--- config.mk ---
export PLATFORM = sky130hd
export DESIGN_NAME = mdio_master
export DESIGN_NICKNAME = d
export VERILOG_FILES = /design/src/rtl/mdio_pkg.sv /design/src/rtl/mdio_clk_div.sv /design/src/rtl/mdio_seq.sv /design/src/rtl/mdio_master.sv
export SDC_FILE = /design/constraint.sdc
export NUM_CORES = 1
export LEC_CHECK = 0
export CAP_MARGIN = 20
export CORE_UTILIZATION = 56
export CTS_CLUSTER_SIZE = 8
export DETAILED_ROUTE_END_ITERATION = 10
export MAX_ROUTING_LAYER = met4
export PLACE_DENSITY = 0.85
export SYNTH_ARGS = -nofsm -noshare
export SYNTH_HDL_FRONTEND = slang
export SYNTH_SLANG_ARGS = --single-unit
--- constraint.sdc ---
create_clock -name clk -period 3.6 [get_ports clk]
set_input_delay 1.08 -clock clk [delete_from_list [all_inputs] [get_ports clk]]
set_output_delay 1.08 -clock clk [all_outputs]
set_load 0.02 [all_outputs]
--- src/rtl/mdio_pkg.sv ---
package mdio_pkg;
  localparam int SEL_W   = 3;
  localparam int PHY_W   = 5;
  localparam int DATA_W  = 16;

  localparam int IDX_CFG = 0;
  localparam int IDX_CMD = 1;
  localparam int IDX_ADR = 2;
  localparam int IDX_DAT = 3;
  localparam int IDX_STS = 4;
  localparam int IDX_IND = 5;

  localparam int CFG_RST_BIT = 31;
  localparam int IND_BUSY    = 0;
  localparam int IND_NV      = 2;
  localparam int ADR_PHY_LSB = 8;

  localparam logic [1:0] OP_WRITE = 2'b01;
  localparam logic [1:0] OP_READ  = 2'b10;

  // system clocks per MDC period for each clock select value
  function automatic logic [5:0] mdc_ratio(input logic [SEL_W-1:0] sel);
    case (sel)
      3'd0, 3'd1: mdc_ratio = 6'd4;
      3'd2:       mdc_ratio = 6'd6;
      3'd3:       mdc_ratio = 6'd8;
      3'd4:       mdc_ratio = 6'd10;
      3'd5:       mdc_ratio = 6'd14;
      3'd6:       mdc_ratio = 6'd20;
      default:    mdc_ratio = 6'd28;
    endcase
  endfunction
endpackage

--- src/rtl/mdio_clk_div.sv ---
module mdio_clk_div
  import mdio_pkg::*;
#(
  parameter int CNT_W = 4
) (
  input  logic             clk,
  input  logic             rst_n,
  input  logic             run,
  input  logic [SEL_W-1:0] sel,
  output logic             mdc,
  output logic             rise_stb,
  output logic             fall_stb
);
  logic [CNT_W-1:0] cnt;
  logic [CNT_W-1:0] half_m1;
  logic [5:0]       ratio;
  logic             tick;

  assign ratio    = mdc_ratio(sel);
  assign half_m1  = CNT_W'(ratio >> 1) - CNT_W'(1);
  assign tick     = run && (cnt >= half_m1);
  assign rise_stb = tick && !mdc;
  assign fall_stb = tick && mdc;

  always_ff @(posedge clk or negedge rst_n) begin
    if (!rst_n) begin
      cnt <= '0;
      mdc <= 1'b0;
    end else if (!run) begin
      cnt <= '0;
      mdc <= 1'b0;
    end else if (tick) begin
      cnt <= '0;
      mdc <= ~mdc;
    end else begin
      cnt <= cnt + CNT_W'(1);
    end
  end
endmodule

--- src/rtl/mdio_seq.sv ---
module mdio_seq
  import mdio_pkg::*;
#(
  parameter int PRE_LEN = 32
) (
  input  logic              clk,
  input  logic              rst_n,
  input  logic              abort,
  input  logic              start,
  input  logic              is_read,
  input  logic [PHY_W-1:0]  phy,
  input  logic [PHY_W-1:0]  regn,
  input  logic [DATA_W-1:0] wdata,
  input  logic              rise_stb,
  input  logic              fall_stb,
  input  logic              mdio_i,
  output logic              active,
  output logic              mdio_o,
  output logic              mdio_oe,
  output logic              frame_end,
  output logic [DATA_W-1:0] rx_data
);
  localparam int FRAME_LEN = PRE_LEN + 4 + 2 * PHY_W + 2 + DATA_W;
  localparam int IDX_W     = $clog2(FRAME_LEN);
  localparam int TA_POS    = FRAME_LEN - DATA_W - 2;
  localparam int RX_POS    = FRAME_LEN - DATA_W;

  function automatic logic [FRAME_LEN-1:0] build_frame(
    input logic rd, input logic [PHY_W-1:0] p, input logic [PHY_W-1:0] r,
    input logic [DATA_W-1:0] d);
    build_frame = {{PRE_LEN{1'b1}}, 2'b01, (rd ? OP_READ : OP_WRITE), p, r,
                   (rd ? 2'b11 : 2'b10), (rd ? {DATA_W{1'b1}} : d)};
  endfunction

  logic [FRAME_LEN-1:0] shreg;
  logic [IDX_W-1:0]     idx;
  logic                 rd_mode;
  logic                 released;

  assign released  = rd_mode && (idx >= IDX_W'(TA_POS));
  assign mdio_o    = active & shreg[FRAME_LEN-1];
  assign mdio_oe   = active & !released;
  assign frame_end = active && fall_stb && (idx == IDX_W'(FRAME_LEN - 1));

  always_ff @(posedge clk or negedge rst_n) begin
    if (!rst_n) begin
      active  <= 1'b0;
      shreg   <= '0;
      idx     <= '0;
      rd_mode <= 1'b0;
      rx_data <= '0;
    end else if (abort) begin
      active  <= 1'b0;
      idx     <= '0;
    end else if (!active) begin
      if (start) begin
        active  <= 1'b1;
        rd_mode <= is_read;
        idx     <= '0;
        shreg   <= build_frame(is_read, phy, regn, wdata);
      end
    end else begin
      if (rise_stb && rd_mode && (idx >= IDX_W'(RX_POS)))
        rx_data <= {rx_data[DATA_W-2:0], mdio_i};
      if (frame_end) begin
        active <= 1'b0;
        idx    <= '0;
      end else if (fall_stb) begin
        shreg <= {shreg[FRAME_LEN-2:0], 1'b1};
        idx   <= idx + IDX_W'(1);
      end
    end
  end
endmodule

--- src/rtl/mdio_master.sv ---
module mdio_master
  import mdio_pkg::*;
#(
  parameter int ADDR_W  = 3,
  parameter int PRE_LEN = 32,
  parameter int CNT_W   = 4
) (
  input  logic              clk,
  input  logic              rst_n,
  input  logic              reg_we,
  input  logic [ADDR_W-1:0] reg_addr,
  input  logic [31:0]       reg_wdata,
  output logic [31:0]       reg_rdata,
  output logic              mdc,
  output logic              mdio_o,
  output logic              mdio_oe,
  input  logic              mdio_i
);
  localparam logic [ADDR_W-1:0] A_CFG = ADDR_W'(IDX_CFG);
  localparam logic [ADDR_W-1:0] A_CMD = ADDR_W'(IDX_CMD);
  localparam logic [ADDR_W-1:0] A_ADR = ADDR_W'(IDX_ADR);
  localparam logic [ADDR_W-1:0] A_DAT = ADDR_W'(IDX_DAT);
  localparam logic [ADDR_W-1:0] A_STS = ADDR_W'(IDX_STS);
  localparam logic [ADDR_W-1:0] A_IND = ADDR_W'(IDX_IND);

  logic [SEL_W-1:0]  cfg_sel, run_sel;
  logic              cmd_rd;
  logic [PHY_W-1:0]  phy_q, regn_q;
  logic [DATA_W-1:0] wdat_q, sts_q;
  logic              notvalid_q;

  logic              busy, frame_end, rise_stb, fall_stb;
  logic [DATA_W-1:0] rx_data;

  // named request events
  logic hit_cfg, hit_cmd, hit_adr, hit_dat;
  logic soft_rst, wr_req, rd_req, launch;

  wire unused_wdata = ^{reg_wdata[30:ADR_PHY_LSB+PHY_W], reg_wdata[ADR_PHY_LSB-1:PHY_W]};

  assign hit_cfg  = reg_we && (reg_addr == A_CFG);
  assign hit_cmd  = reg_we && (reg_addr == A_CMD);
  assign hit_adr  = reg_we && (reg_addr == A_ADR);
  assign hit_dat  = reg_we && (reg_addr == A_DAT);
  assign soft_rst = hit_cfg && reg_wdata[CFG_RST_BIT];
  assign wr_req   = hit_dat && !busy;
  assign rd_req   = hit_cmd && reg_wdata[0] && !cmd_rd && !busy;
  assign launch   = wr_req || rd_req;

  always_ff @(posedge clk or negedge rst_n) begin
    if (!rst_n) begin
      cfg_sel    <= '0;
      run_sel    <= '0;
      cmd_rd     <= 1'b0;
      phy_q      <= '0;
      regn_q     <= '0;
      wdat_q     <= '0;
      sts_q      <= '0;
      notvalid_q <= 1'b0;
    end else begin
      if (hit_cfg) cfg_sel <= reg_wdata[SEL_W-1:0];
      if (hit_cmd) cmd_rd  <= reg_wdata[0];
      if (hit_adr) begin
        phy_q  <= reg_wdata[ADR_PHY_LSB +: PHY_W];
        regn_q <= reg_wdata[PHY_W-1:0];
      end
      if (wr_req) wdat_q <= reg_wdata[DATA_W-1:0];
      if (launch) run_sel <= cfg_sel;
      if (frame_end && notvalid_q) sts_q <= rx_data;
      if (soft_rst)       notvalid_q <= 1'b0;
      else if (rd_req)    notvalid_q <= 1'b1;
      else if (frame_end) notvalid_q <= 1'b0;
    end
  end

  always_comb begin
    reg_rdata = '0;
    case (reg_addr)
      A_CFG: reg_rdata[SEL_W-1:0] = cfg_sel;
      A_CMD: reg_rdata[0] = cmd_rd;
      A_ADR: begin
        reg_rdata[ADR_PHY_LSB +: PHY_W] = phy_q;
        reg_rdata[PHY_W-1:0]            = regn_q;
      end
      A_DAT: reg_rdata[DATA_W-1:0] = wdat_q;
      A_STS: reg_rdata[DATA_W-1:0] = sts_q;
      A_IND: begin
        reg_rdata[IND_BUSY] = busy;
        reg_rdata[IND_NV]   = notvalid_q;
      end
      default: reg_rdata = '0;
    endcase
  end

  mdio_clk_div #(.CNT_W(CNT_W)) u_div (
    .clk      (clk),
    .rst_n    (rst_n),
    .run      (busy),
    .sel      (run_sel),
    .mdc      (mdc),
    .rise_stb (rise_stb),
    .fall_stb (fall_stb)
  );

  mdio_seq #(.PRE_LEN(PRE_LEN)) u_seq (
    .clk       (clk),
    .rst_n     (rst_n),
    .abort     (soft_rst),
    .start     (launch),
    .is_read   (rd_req),
    .phy       (phy_q),
    .regn      (regn_q),
    .wdata     (reg_wdata[DATA_W-1:0]),
    .rise_stb  (rise_stb),
    .fall_stb  (fall_stb),
    .mdio_i    (mdio_i),
    .active    (busy),
    .mdio_o    (mdio_o),
    .mdio_oe   (mdio_oe),
    .frame_end (frame_end),
    .rx_data   (rx_data)
  );
endmodule

Word level (Yosys, flattened, before mapping) --
Cells that the tools add are included.
Word-level totals: output and inout bits 35, word-level logic and storage cells 106, flip-flop bits (word level) 143, input port bits 39
Operators by class: equality and inequality tests 16, reductions and logical operators 33, bitwise logic cells 5, mux-type cells 31, order comparisons 3, add/subtract/negate cells 3
Operators with widths (number):
- $mux W64 | 4
- $mux W6 | 5
- $pmux W5 S6 | 1
- $logic_and A1 B1 Y1 | 18
- $mux W16 | 1
- $eq A3 B3 Y1 const B | 5
- $pmux W5 S3 | 1
- $eq A3 B2 Y1 const B | 4
- $ge A6 B6 Y1 const B | 2
- $pmux W3 S2 | 2
- $mux W1 | 10
- $mux W4 | 2
- $add A6 B1 Y6 const B | 1
- $eq A3 B1 Y1 const B | 2
- $eq A6 B6 Y1 const B | 1
- $logic_not A3 Y1 | 2
- $pmux W1 S6 | 1
- $pmux W2 S3 | 1
- $reduce_and A3 Y1 | 2
- $reduce_bool A3 Y1 | 2
- $pmux W1 S5 | 1
- $add A4 B1 Y4 const B | 1
- $ge A4 B4 Y1 | 1
- $logic_not A1 Y1 | 4
- 13 further kinds | 17

Depth between registers and ports, before layout --
depth in word-level cells 12, depth in mapped cells 13, depth with buffers taken out 11

By module --
A second synthesis with hierarchy kept.
Unflattened totals: cells, all modules 590, area total of the unflattened synthesis 6616.3 sq um
By module, submodules not included:
- mdio_seq | instances 1, area an instance 3803.6 sq um, seq. area each 2202.1 sq um, cells each 357
- mdio_master | instances 1, area an instance 2426.1 sq um, seq. area each 1251.2 sq um, cells each 195
- mdio_clk_div | instances 1, area an instance 386.6 sq um, seq. area each 125.1 sq um, cells each 38

Worst setup path before layout --
No wires, ideal clock.
kind input -> output, from in reg_addr[1], to out reg_rdata[10], data arrival time 2.302 ns, stages 5, path slack 0.218 ns, buffers on the path 2, required time 2.520 ns, cells stage by stage buf_4 -> nor2b_1 -> clkbuf_1 -> a22oi_1 -> o21ai_0
Between the ends: word-level cells in the longest chain between the ends 2, elaborated cells between the ends (all ways) 4, those cells by class eq/ne (3); mux (1)
Ends and longest elaborated chain:
- from (decl) | RTL line mdio_master.sv:11 | input logic [ADDR_W-1:0] reg_addr,
- $eq A3 B3 Y1 / $eq A3 B2 Y1 (equally long branches) | RTL line mdio_master.sv:78 | case (reg_addr)
- $pmux W5 S3 * | RTL line mdio_master.sv:78
- to (decl) | RTL line mdio_master.sv:13 | output logic [31:0] reg_rdata,
Every way passes the cells marked *; elsewhere a longest branch is shown, timed or not.

Worst setup path in the final report --
from in reg_addr[2], to out reg_rdata[9]
Same word-level chain as after synthesis.

==> impl_metrics.csv <==
group,metric,value,unit
worst_setup_path,end_kind,"output port",
synth,syn_avg_cell_area,12.77,µm²
die,die_x,110.2,µm
cells_and_area,seq_area,3580,µm²
synth,synthMuxAreaShare,14.63,%
pwr,power_density,754.9,nW/µm²
cells_and_area,drive_gt1_share,26.75,%
placement,gp_congestion,0.8766,
die,die-height,110.2,µm
global_routing,grtUsageTotal,25.81,%
timing,fmax,284.3,MHz
clock_network,cts_buffer_depth,2,
worst_setup_path,cp_max_fo,8,
cells_and_area,num_antenna_cells,0,
timing,clock_skew,0.007950,ns
pwr,p_sw,0.001797,W
timing,fin_ws,0.08224,ns
global_routing,antenna_found_initial,0,
routing,ant_nets,0,
clock_network,clk_latency,0.42,ns
clock_network,cts-htree-levels,4,
routing,drt_iter0_markers,289,
cells_and_area,final_nets,622,
clock_network,cts_tree,"done",
pwr,seqPwrFrac,40.7,%
routing,post-route-drc-count,0,
die,io_pins,74,
hold_path,hp-class,"reg2reg",
timing,setup_tns,0,ns
timing,rsz0062_at_grt,"false",
timing,min_period,3.518,ns
synth,synth_fa_ha_area_share,1.719,%
global_routing,grt_pass1_wl,22.59,mm
placement,dp_slack,-0.5827,ns
timing,slew_violations,0,
routing,routed_wl,13.80,mm
clock_network,numCtsBuffers,17,
synth,synthCells,513,
global_routing,overflow,0,
pwr,clkPwrFrac,33.2,%
hold_path,holdCritStartpoint,"u_seq.shreg[63]",
worst_setup_path,setup.worst_path.class,"in2out",
synth,synth_xor_xnor_area_share,0.6686,%
timing,worst_slew_pin_slew,0.8062,ns
clock_network,clkSinkCount,143,
placement,port_buffers,42,
synth,synth_ff_type,"dfrtp_1",
routing,vias_per_cell,6.003,
outcome,status,"completed",
synth,yosys.area_share.simple,8.653,%
routing,first_pass_iters,5,
die,start_util,57.36,%
pwr,p_leak,3.418,nW
cells_and_area,multi_input_area,2675,µm²
routing,vias,4382,
routing,wl_per_cell,18.90,µm
timing,slew_headroom,46.26,%
cells_and_area,fillerInstances,787,
clock_network,postCtsSetupRepairBufs,0,
die,fp.coreArea,11420,µm²
timing,finalCritPeriodShare,97.72,%
clock_network,clkTransAtPathRegs,0.06,ns
synth,synth_top_family_by_area,"multiplexers",
synth,synth-compound-area-share,14.14,%
pwr,power_frac_comb,26.2,%
die,rows,39,
global_routing,grt_start_max_net_pins,91,
synth,ys_seq_area_share,54.63,%
synth,synth_edf_count,0,
worst_setup_path,arrival,2.44,ns
pwr,ir_drop,0.3956,mV
worst_setup_path,setup.worst_path.start,"reg_addr[2]",
synth,syn_area,6550,µm²
synth,ys_async_sr_fraction,100.0,%
global_routing,grt_pass1_vias,4434,
flow_run,maxCapViolCount,0,
worst_setup_path,cp.required,2.52,ns
clock_network,cts_root_buffer,"clkbuf_16",
timing,setup_viol,0,
pwr,p_int,0.004108,W
placement,hpwl,8.886,mm
die,die_area,12130,µm²
cells_and_area,syn_to_final_growth,19.43,%
worst_setup_path,r2r-start,"run_sel[1]",
synth,ys_ff_latch,143,
worst_setup_path,startpoint_type,"primary input",
synth,synth_cell_types,55,
timing,hold_viol,0,
pwr,switching_share,30.44,%
synth,ys_warn_count,0,
## cell usage after synthesis (all sizes together) (4+ instances only)
master	n	share of area (%)
dfrtp	143	55
mux2	62	11
buf	39	4.6
o22a	34	4.5
nand2	27	1.7
mux2i	26	4.0
nor2	24	1.5
a22oi	19	2.2
a2bb2oi	17	2.5
o21ai	12	1.0
clkbuf	10	0.57
a22o	9	1.2
ha	9	1.7
a21oi	7	0.53
and3	5	0.48
inv	5	0.29
nand3	5	0.38
nand4	5	0.48
nor3	5	0.38
nand3b	4	0.46
nor2b	4	0.38
o21a	4	0.46
## registers in the layout (all words and copies together), names as in the netlist, 3 cells and up
| name | flops |
|---|---|
| cfg_sel | 3 |
| phy_q | 5 |
| regn_q | 5 |
| run_sel | 3 |
| sts_q | 16 |
| u_div.cnt | 4 |
| u_seq.idx | 6 |
| u_seq.rx_data | 16 |
| u_seq.shreg | 64 |
| wdat_q | 16 |
## routing by layer
metal | wire, µm | GRT usage, % | vias up
met5 | 0 | - | -
met2 | 6981 | 41.74 | 150
met4 | 245 | 8.929 | 0
li1 | - | - | 1974
met1 | 5950 | 32.57 | 2232
met3 | 619 | 5.350 | 26
## worst paths after layout
path / slack (ns) / cells after the start / to
worst max-delay path: 0.08 / 8 / reg_rdata[9]
worst min-delay path: 0.48 / 1 / u_seq.shreg[63]
worst max register to register: 0.58 / 12 / u_seq.shreg[7]
worst min register to register: 0.48 / 1 / u_seq.shreg[63]
max in group asynchronous: 2.05 / 2 / sts_q[0]
min in group asynchronous: 0.70 / 1 / u_seq.rx_data[15]
## cell usage in the layout (no fill, tap or decap), types with 4 or more instances in the layout
cell type,count
clkdlybuf4s50_1,22
bufinv_16,5
o21ai_1,4
a21oi_1,7
nand2_1,26
clkdlybuf4s15_2,8
a22oi_1,19
mux2_2,60
nor3_1,5
o21a_1,4
o22a_1,34
nand3_1,5
inv_1,5
dfrtp_1,142
a2bb2oi_1,15
nor2_1,23
buf_4,30
a22o_1,9
conb_1,16
nand3b_1,4
buf_12,4
clkbuf_16,17
o21ai_0,6
mux2i_1,26
buf_2,5
and3_1,5
nand4_1,5
ha_1,9
## final cells by class
cell class	count	share of cell area [%]
sequential	143	45.76
multi-input combinational	331	34.20
timing repair buffer	76	9.021
clock buffer	20	5.838
clock inverter	12	2.655
tap	143	2.287
inverter	5	0.2399
## stage by stage
stage / instance area, µm² / util [%] / hold slack [ns] / power, W / cells
final: 7823 / 68.51 / 0.4803 / 0.005905 / 730
after global routing: 7823 / 68.51 / 0.5010 / 0.006194 / 730
after CTS: 7838 / 68.64 / 0.4822 / 0.005922 / 730
after detailed placement: 7172 / 62.81 / 0.4696 / 0.003942 / 698
after global placement: 7172 / 62.81 / 0.4629 / 0.003836 / 698
after floorplan: 6606 / - / 0.4507 / 0.003518 / 528
## what timing repair did
item | CTS | global route
endpoints found under the hold margin | 0 | 0
setup endpoints to repair | 16 | 13
gates resized for setup | 60 | 5
pin swaps | 0 | 0
hold buffers | 0 | 0
## cell families (layout without fill, tap and decap cells)
logic type	count (synthesis)	in the layout
other cells	1	16
xor+xnor	5	5
flops	143	143
simple gates	97	97
mux	88	88
fa+ha+maj	9	9
buf+inv	54	113
compound gates	116	116
## critical path, cell delays in order
cell,delay [ns]
dlygate4sd2_1,0.27
buf_4,0.14
nor2b_1,0.12
buf_4,0.16
buf_12,0.12
a22oi_1,0.06
o21ai_1,0.19
clkdlybuf4s15_2,0.29
## power groups by stage
stage,Clock (W),Combinational (W),Sequential [W]
after floorplan,0,0.00121,0.00231
after global placement,0,0.00146,0.00237
after detailed placement,0,0.00154,0.00241
after CTS,0.00197,0.00156,0.00239
after global routing,0.00204,0.00170,0.00245
final,0.00196,0.00154,0.00240
(Power assumes the default switching activity.)
